$ cat config.mk
export PLATFORM = sky130hd
export DESIGN_NAME = char_out_ctrl
export DESIGN_NICKNAME = d
export VERILOG_FILES = /design/src/rtl/char_out_pkg.sv /design/src/rtl/char_out_decode.sv /design/src/rtl/char_out_flags.sv /design/src/rtl/char_out_txhold.sv /design/src/rtl/char_out_ctrl.sv
export SDC_FILE = /design/constraint.sdc
export NUM_CORES = 1
export LEC_CHECK = 0
export BUFFER_PORTS_ARGS = -buffer_cell sky130_fd_sc_hd__buf_2
export CAP_MARGIN = 20
export CORE_MARGIN = 2
export CORE_UTILIZATION = 40
export DETAILED_ROUTE_END_ITERATION = 7
export PLACE_DENSITY = 0.81
export SLEW_MARGIN = 5
export SYNTH_ARGS = -nofsm -noshare
export SYNTH_HDL_FRONTEND = slang
export SYNTH_SLANG_ARGS = --single-unit
$ cat constraint.sdc
create_clock -name clk -period 3.55 [get_ports clk]
set_input_delay 0.8875 -clock clk [delete_from_list [all_inputs] [get_ports clk]]
set_output_delay 0.8875 -clock clk [all_outputs]
set_load 0.01 [all_outputs]
$ cat src/rtl/char_out_pkg.sv
package char_out_pkg;
  typedef enum logic [2:0] {
    FN_SET_RDY   = 3'd0,
    FN_TEST_RDY  = 3'd1,
    FN_CLR_RDY   = 3'd2,
    FN_RSVD3     = 3'd3,
    FN_LOAD      = 3'd4,
    FN_TEST_ANY  = 3'd5,
    FN_CLR_LOAD  = 3'd6,
    FN_RSVD7     = 3'd7
  } fn_e;

  typedef struct packed {
    logic set_rdy;
    logic clr_rdy;
    logic load;
    logic test_rdy;
    logic test_any;
    logic illegal;
  } op_t;
endpackage

$ cat src/rtl/char_out_decode.sv
module char_out_decode
  import char_out_pkg::*;
#(
  parameter int DEV_W = 6,
  parameter logic [DEV_W-1:0] DEV_SEL = 6'o04
) (
  input  logic             strobe,
  input  logic [DEV_W-1:0] dev,
  input  logic [2:0]       fn,
  output op_t              op
);
  fn_e fn_v;
  logic hit;

  assign fn_v = fn_e'(fn);
  assign hit  = strobe && (dev == DEV_SEL);

  always_comb begin
    op = '0;
    if (strobe && !hit) begin
      op.illegal = 1'b1;
    end else if (hit) begin
      unique case (fn_v)
        FN_SET_RDY:  op.set_rdy  = 1'b1;
        FN_TEST_RDY: op.test_rdy = 1'b1;
        FN_CLR_RDY:  op.clr_rdy  = 1'b1;
        FN_LOAD:     op.load     = 1'b1;
        FN_TEST_ANY: op.test_any = 1'b1;
        FN_CLR_LOAD: begin
          op.clr_rdy = 1'b1;
          op.load    = 1'b1;
        end
        FN_RSVD3, FN_RSVD7: op.illegal = 1'b1;
        default: op.illegal = 1'b1;
      endcase
    end
  end
endmodule

$ cat src/rtl/char_out_flags.sv
module char_out_flags
  import char_out_pkg::*;
(
  input  logic clk,
  input  logic rst_n,
  input  op_t  op,
  input  logic tx_done,
  input  logic rx_set,
  output logic out_flag,
  output logic out_shadow,
  output logic in_flag,
  output logic skip
);
  always_ff @(posedge clk or negedge rst_n) begin
    if (!rst_n) begin
      out_flag   <= 1'b0;
      out_shadow <= 1'b0;
      in_flag    <= 1'b0;
    end else begin
      if (op.clr_rdy) begin
        out_flag   <= 1'b0;
        out_shadow <= 1'b0;
      end else if (op.set_rdy) begin
        out_flag   <= 1'b1;
        out_shadow <= 1'b1;
      end else if (tx_done) begin
        out_flag <= 1'b1;
      end
      if (rx_set) in_flag <= 1'b1;
    end
  end

  assign skip = (op.test_rdy && out_flag) || (op.test_any && (out_flag || in_flag));

  a_r2_set_both: assert property (@(posedge clk) disable iff (!rst_n)
    op.set_rdy |=> (out_flag && out_shadow));
  a_r4_clr_both: assert property (@(posedge clk) disable iff (!rst_n)
    op.clr_rdy |=> (!out_flag && !out_shadow));
  a_r10_done_sets: assert property (@(posedge clk) disable iff (!rst_n)
    (tx_done && !op.clr_rdy && !op.set_rdy) |=> (out_flag && $stable(out_shadow)));
  a_r11_in_sticky: assert property (@(posedge clk) disable iff (!rst_n)
    in_flag |=> in_flag);
endmodule

$ cat src/rtl/char_out_txhold.sv
module char_out_txhold #(
  parameter int CHAR_W = 8
) (
  input  logic              clk,
  input  logic              rst_n,
  input  logic              load,
  input  logic [CHAR_W-1:0] char_in,
  input  logic              tx_ready,
  output logic              tx_valid,
  output logic [CHAR_W-1:0] tx_data
);
  localparam logic [CHAR_W-1:0] TOP_FLIP = {1'b1, {(CHAR_W-1){1'b0}}};

  always_ff @(posedge clk or negedge rst_n) begin
    if (!rst_n) begin
      tx_valid <= 1'b0;
      tx_data  <= '0;
    end else if (load) begin
      tx_valid <= 1'b1;
      tx_data  <= char_in ^ TOP_FLIP;
    end else if (tx_valid && tx_ready) begin
      tx_valid <= 1'b0;
    end
  end

  a_r9_hold_stalled: assert property (@(posedge clk) disable iff (!rst_n)
    (tx_valid && !tx_ready && !load) |=> (tx_valid && $stable(tx_data)));
  a_r9_drain: assert property (@(posedge clk) disable iff (!rst_n)
    (tx_valid && tx_ready && !load) |=> !tx_valid);
  a_r5_load_valid: assert property (@(posedge clk) disable iff (!rst_n)
    load |=> tx_valid);
endmodule

$ cat src/rtl/char_out_ctrl.sv
module char_out_ctrl
  import char_out_pkg::*;
#(
  parameter int DEV_W = 6,
  parameter logic [DEV_W-1:0] DEV_SEL = 6'o04,
  parameter int ACC_W = 12,
  parameter int CHAR_W = 8
) (
  input  logic              clk,
  input  logic              rst_n,
  input  logic              cmd_strobe,
  input  logic [DEV_W-1:0]  cmd_dev,
  input  logic [2:0]        cmd_fn,
  input  logic [ACC_W-1:0]  acc,
  output logic              skip,
  output logic              illegal_cmd,
  input  logic              tx_done,
  input  logic              rx_set,
  output logic              tx_valid,
  input  logic              tx_ready,
  output logic [CHAR_W-1:0] tx_data,
  output logic              out_flag,
  output logic              out_shadow,
  output logic              in_flag
);
  op_t op;
  logic unused_acc_hi;

  assign unused_acc_hi = ^acc[ACC_W-1:CHAR_W];

  char_out_decode #(.DEV_W(DEV_W), .DEV_SEL(DEV_SEL)) u_dec (
    .strobe(cmd_strobe), .dev(cmd_dev), .fn(cmd_fn), .op(op)
  );

  char_out_flags u_flags (
    .clk(clk), .rst_n(rst_n), .op(op), .tx_done(tx_done), .rx_set(rx_set),
    .out_flag(out_flag), .out_shadow(out_shadow), .in_flag(in_flag), .skip(skip)
  );

  char_out_txhold #(.CHAR_W(CHAR_W)) u_tx (
    .clk(clk), .rst_n(rst_n), .load(op.load), .char_in(acc[CHAR_W-1:0]),
    .tx_ready(tx_ready), .tx_valid(tx_valid), .tx_data(tx_data)
  );

  assign illegal_cmd = op.illegal;

  a_r3_skip_needs_strobe: assert property (@(posedge clk) disable iff (!rst_n)
    skip |-> cmd_strobe);
  a_r8_illegal_no_skip: assert property (@(posedge clk) disable iff (!rst_n)
    illegal_cmd |-> !skip);
  a_r8_illegal_quiet: assert property (@(posedge clk) disable iff (!rst_n)
    (illegal_cmd && !tx_done && !rx_set && !tx_ready) |=>
      ($stable(out_flag) && $stable(out_shadow) && $stable(tx_valid) && $stable(tx_data)));
endmodule

==> results of run 1 <==
-- how the worst min path moves through the flow --
stage	endpoint	depth (start not counted)
6_report	u_flags.out_shadow	1
2_1_floorplan	u_tx.tx_valid	1
4_1_cts	u_flags.out_shadow	1
3_5_place_dp	u_tx.tx_valid	1
5_1_grt	u_flags.in_flag	1
3_3_place_gp	u_tx.tx_valid	1
-- area by class of cell --
class,count,area share [%]
clock buffers,3,3.03
inverters,3,1.52
multi-input cells,25,28.3
flip-flops and latches,12,40.4
well taps,15,2.53
repair buffers,36,24.2
-- metal layers --
| metal | GRT usage, % | vias up |
|---|---|---|
| met2 | 27.8 | 14 |
| met1 | 16.7 | 218 |
| li1 | - | 227 |
| met3 | 3.33 | 2 |
| met5 | 0 | - |
| met4 | 10.0 | 0 |
-- cell families after synthesis --
kind of cell	after synthesis	synth area share, %
flip-flops	12	57.0
AND/OR/NAND/NOR	11	14.5
multiplexers	8	16.9
AO/OA/AOI/OAI	6	8.55
buffers and inverters	4	3.09
-- metrics by stage --
step	std cells	power (mW)	utilization (%)
finish	94	0.257	58.6
global route	94	0.269	58.6
CTS	94	0.262	58.6
detailed placement	91	0.181	56.8
global placement	91	0.179	56.8
floorplan	41	0.158	-
-- synth_stat cells --
library cell	n	share of area (%)
buf_2	1	0.95
a2bb2oi_1	1	1.7
or2_2	1	1.2
nand2_1	2	1.4
dfrtp_1	12	57
a21boi_0	1	1.4
mux2i_1	1	1.9
o31a_2	1	1.9
a21o_2	1	1.7
or4b_1	2	3.8
nor3_4	1	3.1
nor2_1	2	1.4
inv_1	3	2.1
a21oi_1	2	1.9
nor4b_1	1	1.7
mux2_2	7	15
nor3_1	2	1.9
-- power by group through the flow --
| stage | clock, mW | sequential (mW) | combinational, mW |
|---|---|---|---|
| global placement | 0 | 0.147 | 0.0324 |
| detailed placement | 0 | 0.147 | 0.0340 |
| finish | 0.0795 | 0.144 | 0.0335 |
| floorplan | 0 | 0.150 | 0.00864 |
| CTS | 0.0831 | 0.144 | 0.0340 |
| global route | 0.0864 | 0.145 | 0.0377 |
-- critical path, cell delays in order --
cell	delay, ns
buf_2	0.09
or4b_1	0.64
nor3_1	0.20
nor4b_1	0.23
buf_2	0.18
-- sequential cells by signal, indices dropped and copies added (netlist names) --
register	count
u_tx.tx_valid	1
u_tx.tx_data	8
u_flags.in_flag	1
u_flags.out_flag	1
u_flags.out_shadow	1
==> key figures, run 1 <==
Clock network
  – Total setup buffers inserted after CTS: 0
  – Latest clock arrival within the worst-skew pair: 0.26 ns
  – CTS hold repair buffers: 0
  – CTS tree: done
  – Root Buffer: clkbuf_4
  – Clock Pin Slew Worst Setup and Hold Paths: 0.07 ns
  – Max H-tree Level: 1
  – Clock Tree Buf Depth: 2
  – Clock buffer count from CTS: 3
  – Post_cts resized: 0
  – Num Clock Sinks: 12

Worst setup path
  – Setup crit start: cmd_dev[1]
  – Worst r2r dst: u_flags.out_flag
  – FF-to-FF Start: u_flags.out_flag
  – R2R Setup Slk: 2.75 ns
  – Worst Setup EP: skip
  – Crit path launch type: input pin
  – CP max FO: 5
  – Worst setup path class: input pin to output port
  – Worst R2R Path Depth: 3
  – Worst EP required: 2.66 ns
  – Crit end category: output port
  – Arr. time, crit path: 2.23 ns

Pwr
  – Logic gate share of total power: 13.0%
  – Clock power frac: 30.9%
  – Flop pwr share: 56.1%
  – Sw frac: 22.8%
  – Pwr/cell area: 346 nW/µm²
  – Peak supply drop: 0.000205 V
  – Psw: 0.0587 mW
  – Int Power: 0.199 mW
  – Leak: 0.414 nW

Global routing
  – Gr ovfl total: 0
  – Vias in the first global route: 413
  – Initial antenna violation count: 0
  – First-pass GRT wire length: 1640 µm
  – Largest net degree at the start of global routing: 13
  – Global-route usage over all layers: 15.7%

Detailed routing
  – DRC: 0
  – Wire per inst: 12.1 µm
  – Top layer in use: met4
  – Met2 WL post-DR: 651 µm
  – DR vias: 461
  – 1st-iter DRT viols: 0
  – TritonRoute pass-1 iters: 1
  – Met3 routed WL: 56 µm
  – Routed Antenna Nets: 0
  – DRT Wirelength: 1130 µm
  – Vias per inst: 4.90
  – Wire length on met1: 419 µm

Synth
  – #FFs+latches synth: 12
  – Syn avg cell area: 12.8 µm²
  – Cells after synthesis: 41
  – Mapped Nets: 68
  – Netlist cell types: 17
  – Post-Syn Area: 527 µm²
  – Post-synthesis sequential area ratio: 57.0%
  – Synth Warn #: 0

Place
  – Post-Place Setup Slack: 0.412 ns
  – Post-DP HPWL: 944 µm
  – Gpl congestion: 0.618
  – Cell Area, Placed: 721 µm²
  – Port Buffer Count: 36

Timing
  – Fmax achieved: 320 MHz
  – Slew @ Worst Pin: 0.454 ns
  – Final period util: 87.9%
  – Tmin final: 3.12 ns
  – Fin Hold WS: 0.487 ns
  – Rel. slew slack: 69.6%
  – Skew final: 0 ns
  – Final worst-path setup slack: 0.429 ns
  – Setup tns final: 0 ns
  – Endpoints failing hold: 0
  – Unrepaired setup endpoints after global routing: false
  – Final setup violation count: 0
  – Max-slew violation count: 0

Cells and area
  – Fillcell total: 112
  – Reg area: 300 µm²
  – Fin area: 743 µm²
  – Fin nets: 108
  – Most frequent cells in the layout: buf_2, dfrtp_1, mux2_2
  – Layout cells sized above 1: 63.3%
  – Commonest non-fill, non-tap cell in the layout: buf_2
  – Area delta synth->final: 41.1%
  – Antenna Cells: 0
  – Area of the multi-input gates: 210 µm²

Worst hold path
  – HP Class: input pin to async pin

Floorplan
  – Die Area: 1620 µm²
  – Rows: 13
  – Die width: 40.3 µm
  – Core area: 1270 µm²
  – Initial Util: 41.5%
  – Die H: 40.3 µm
  – Ports: 41

Job
  – Max_cap viols: 0

Run status
  – Outcome: finished clean
Power figures use the tool's default switching activity.
==> run 2: changes to the inputs <==
BUFFER_PORTS_ARGS = not set   (was -buffer_cell sky130_fd_sc_hd__buf_2)
CORE_AREA = 2 2 39 41   (was not set)
CORE_MARGIN = not set   (was 2)
CORE_UTILIZATION = not set   (was 40)
DIE_AREA = 0 0 41 43   (was not set)
DONT_BUFFER_PORTS = 1   (was not set)
PLACE_DENSITY = not set   (was 0.81)
RECOVER_POWER = 25   (was not set)
==> key figures, run 2 (same netlist as run 1, synthesis figures left out) <==
Run status
  – Outcome: finished clean

Cells and area
  – Fillcell total: 136 (+21%)
  – Max reg flops: 8 (unchanged)
  – Commonest non-fill, non-tap cell in the layout: dfrtp_1
  – Largest Register: u_tx.tx_data
  – Area delta synth->final: 9.74%
  – Most frequent cells in the layout: dfrtp_1, mux2_2, inv_1, clkbuf_4
  – Layout cells sized above 1: 34.1% (-29 points)
  – Fin nets: 72 (-33%)
  – Antenna Cells: 0 (unchanged)
  – Fin area: 578 µm² (-22%)

Clock network
  – Latest clock arrival within the worst-skew pair: 0.26 ns (about the same)
  – Num Clock Sinks: 12 (unchanged)
  – Clock Tree Buf Depth: 2 (unchanged)
  – Total setup buffers inserted after CTS: 0 (unchanged)
  – Clock Pin Slew Worst Setup and Hold Paths: 0.07 ns (about the same)
  – CTS tree: done
  – CTS hold repair buffers: 0 (unchanged)
  – Clock buffer count from CTS: 3 (unchanged)
  – Post_cts resized: 0 (unchanged)
  – Max H-tree Level: 1 (unchanged)
  – Root Buffer: clkbuf_4

Worst setup path
  – Arr. time, crit path: 2.27 ns (+0.04 ns)
  – CP max FO: 5 (unchanged)
  – Crit path launch type: input pin
  – Crit end category: output port
  – Worst setup path class: input pin to output port
  – Worst EP required: 2.66 ns (about the same)

Pwr
  – Leak: 0.269 nW (-35%)
  – Flop pwr share: 56.2% (about the same)
  – Psw: 0.0546 mW (-6.9%)
  – Clock power frac: 40.3% (+9.4 points)
  – Peak supply drop: 0.000186 V (-9.5%)
  – Pwr/cell area: 457 nW/µm² (+32%)
  – Logic gate share of total power: 3.6% (-9.4 points)
  – Int Power: 0.210 mW (+5.5%)
  – Sw frac: 20.7% (-2.1 points)

Floorplan
  – Core area: 1380 µm² (+9.1%)
  – Die Area: 1760 µm² (+8.6%)
  – Initial Util: 38.1% (-3.5 points)
  – Die H: 43 µm (+6.7%)
  – Rows: 14 (+1)
  – Ports: 41 (unchanged)
  – Die width: 41 µm (+1.8%)

Detailed routing
  – DRT Wirelength: 1060 µm (-6.8%)
  – DRC: 0 (unchanged)
  – 1st-iter DRT viols: 4 (+4)
  – Routed Antenna Nets: 0 (unchanged)
  – TritonRoute pass-1 iters: 2 (+1)
  – DR vias: 342 (-26%)
  – Vias per inst: 5.70 (+16%)
  – Wire per inst: 17.6 µm (+46%)

Timing
  – Slew @ Worst Pin: 0.575 ns (+0.121 ns)
  – Endpoints failing hold: 0 (unchanged)
  – Rel. slew slack: 61.1% (-8.5 points)
  – Max-slew violation count: 0 (unchanged)
  – Tmin final: 3.15 ns (+0.0334 ns)
  – Fmax achieved: 317 MHz (-1.1%)
  – Final period util: 88.9% (+0.94 points)
  – Setup tns final: 0 ns (unchanged)
  – Unrepaired setup endpoints after global routing: false
  – Final setup violation count: 0 (unchanged)
  – Skew final: 0 ns (unchanged)

Global routing
  – First-pass GRT wire length: 1500 µm (-8.8%)
  – Initial antenna violation count: 0 (unchanged)
  – Largest net degree at the start of global routing: 13 (unchanged)
  – Vias in the first global route: 380 (-8.0%)
  – Global-route usage over all layers: 12.9% (-2.8 points)
  – Gr ovfl total: 0 (unchanged)

Place
  – Port Buffer Count: 0 (-100%)
  – Cell Area, Placed: 542 µm² (-25%)
  – Post-DP HPWL: 869 µm (-7.9%)
  – Gpl congestion: 0.600 (-2.9%)

Job
  – Max_cap viols: 0 (unchanged)

Worst hold path
  – HP Class: input pin to async pin
==> run 2: changes by cell type in the layout (fill, tap and decap cells not counted), sizes merged <==
| cell | change |
|---|---|
| clkbuf | +1 |
| buf | -36 |
==> run 2: power groups by stage <==
stage	clock [mW]	combinational [mW]	sequential (mW)
2_1_floorplan	0	0.00864	0.150
3_3_place_gp	0	0.00891	0.151
3_5_place_dp	0	0.00957	0.151
4_1_cts	0.112	0.00956	0.148
5_1_grt	0.119	0.0104	0.149
6_report	0.106	0.00939	0.148
==> run 2: through the flow <==
step           util (%)  cells  worst slack (ns)  hold WS (ns)  power (mW)
2_1_floorplan         -     41             0.522         0.529       0.158
3_3_place_gp       39.2     56             0.430         0.549       0.160
3_5_place_dp       39.2     56             0.409         0.547       0.161
4_1_cts            41.8     60             0.410         0.291       0.270
5_1_grt            41.8     60             0.324         0.286       0.278
6_report           41.8     60             0.395         0.305       0.264
==> run 2: per-layer routing <==
metal / up-vias / part of all wire (%) / track usage [%]
met4: 0 / 0 / 6.00
met2: 22 / 56 / 23.8
li1: 149 / - / -
met5: - / 0 / 0
met3: 0 / 11 / 5.24
met1: 171 / 33 / 10.7
==> run 2: critical path, cell delays in order <==
cell	delay, ns
or4b_1	0.64
nor3_1	0.22
nor4b_1	0.52
==> run 2: layout make-up <==
type | instances | area, µm² | area share, %
Tap cell | 16 | 20.0 | 3.46
Multi-Input combinational cell | 25 | 210 | 36.4
Clock buffer | 4 | 36.3 | 6.28
Inverter | 3 | 11.3 | 1.95
Sequential cell | 12 | 300 | 51.9
==> run 2: worst paths after layout <==
| kind | slack, ns | cells past startpoint | startpoint | endpoint |
|---|---|---|---|---|
| hold / removal | 0.31 | 0 | rst_n | u_tx.tx_data[4] |
| min in group clk | 0.56 | 1 | u_tx.tx_valid | u_tx.tx_valid |
| setup / recovery | 0.40 | 3 | cmd_dev[1] | skip |
| setup reg to reg | 2.65 | 3 | u_flags.out_flag | u_flags.out_flag |
| max in group asynchronous | 3.18 | 0 | rst_n | u_flags.in_flag |
| hold reg to reg | 0.56 | 1 | u_tx.tx_valid | u_tx.tx_valid |
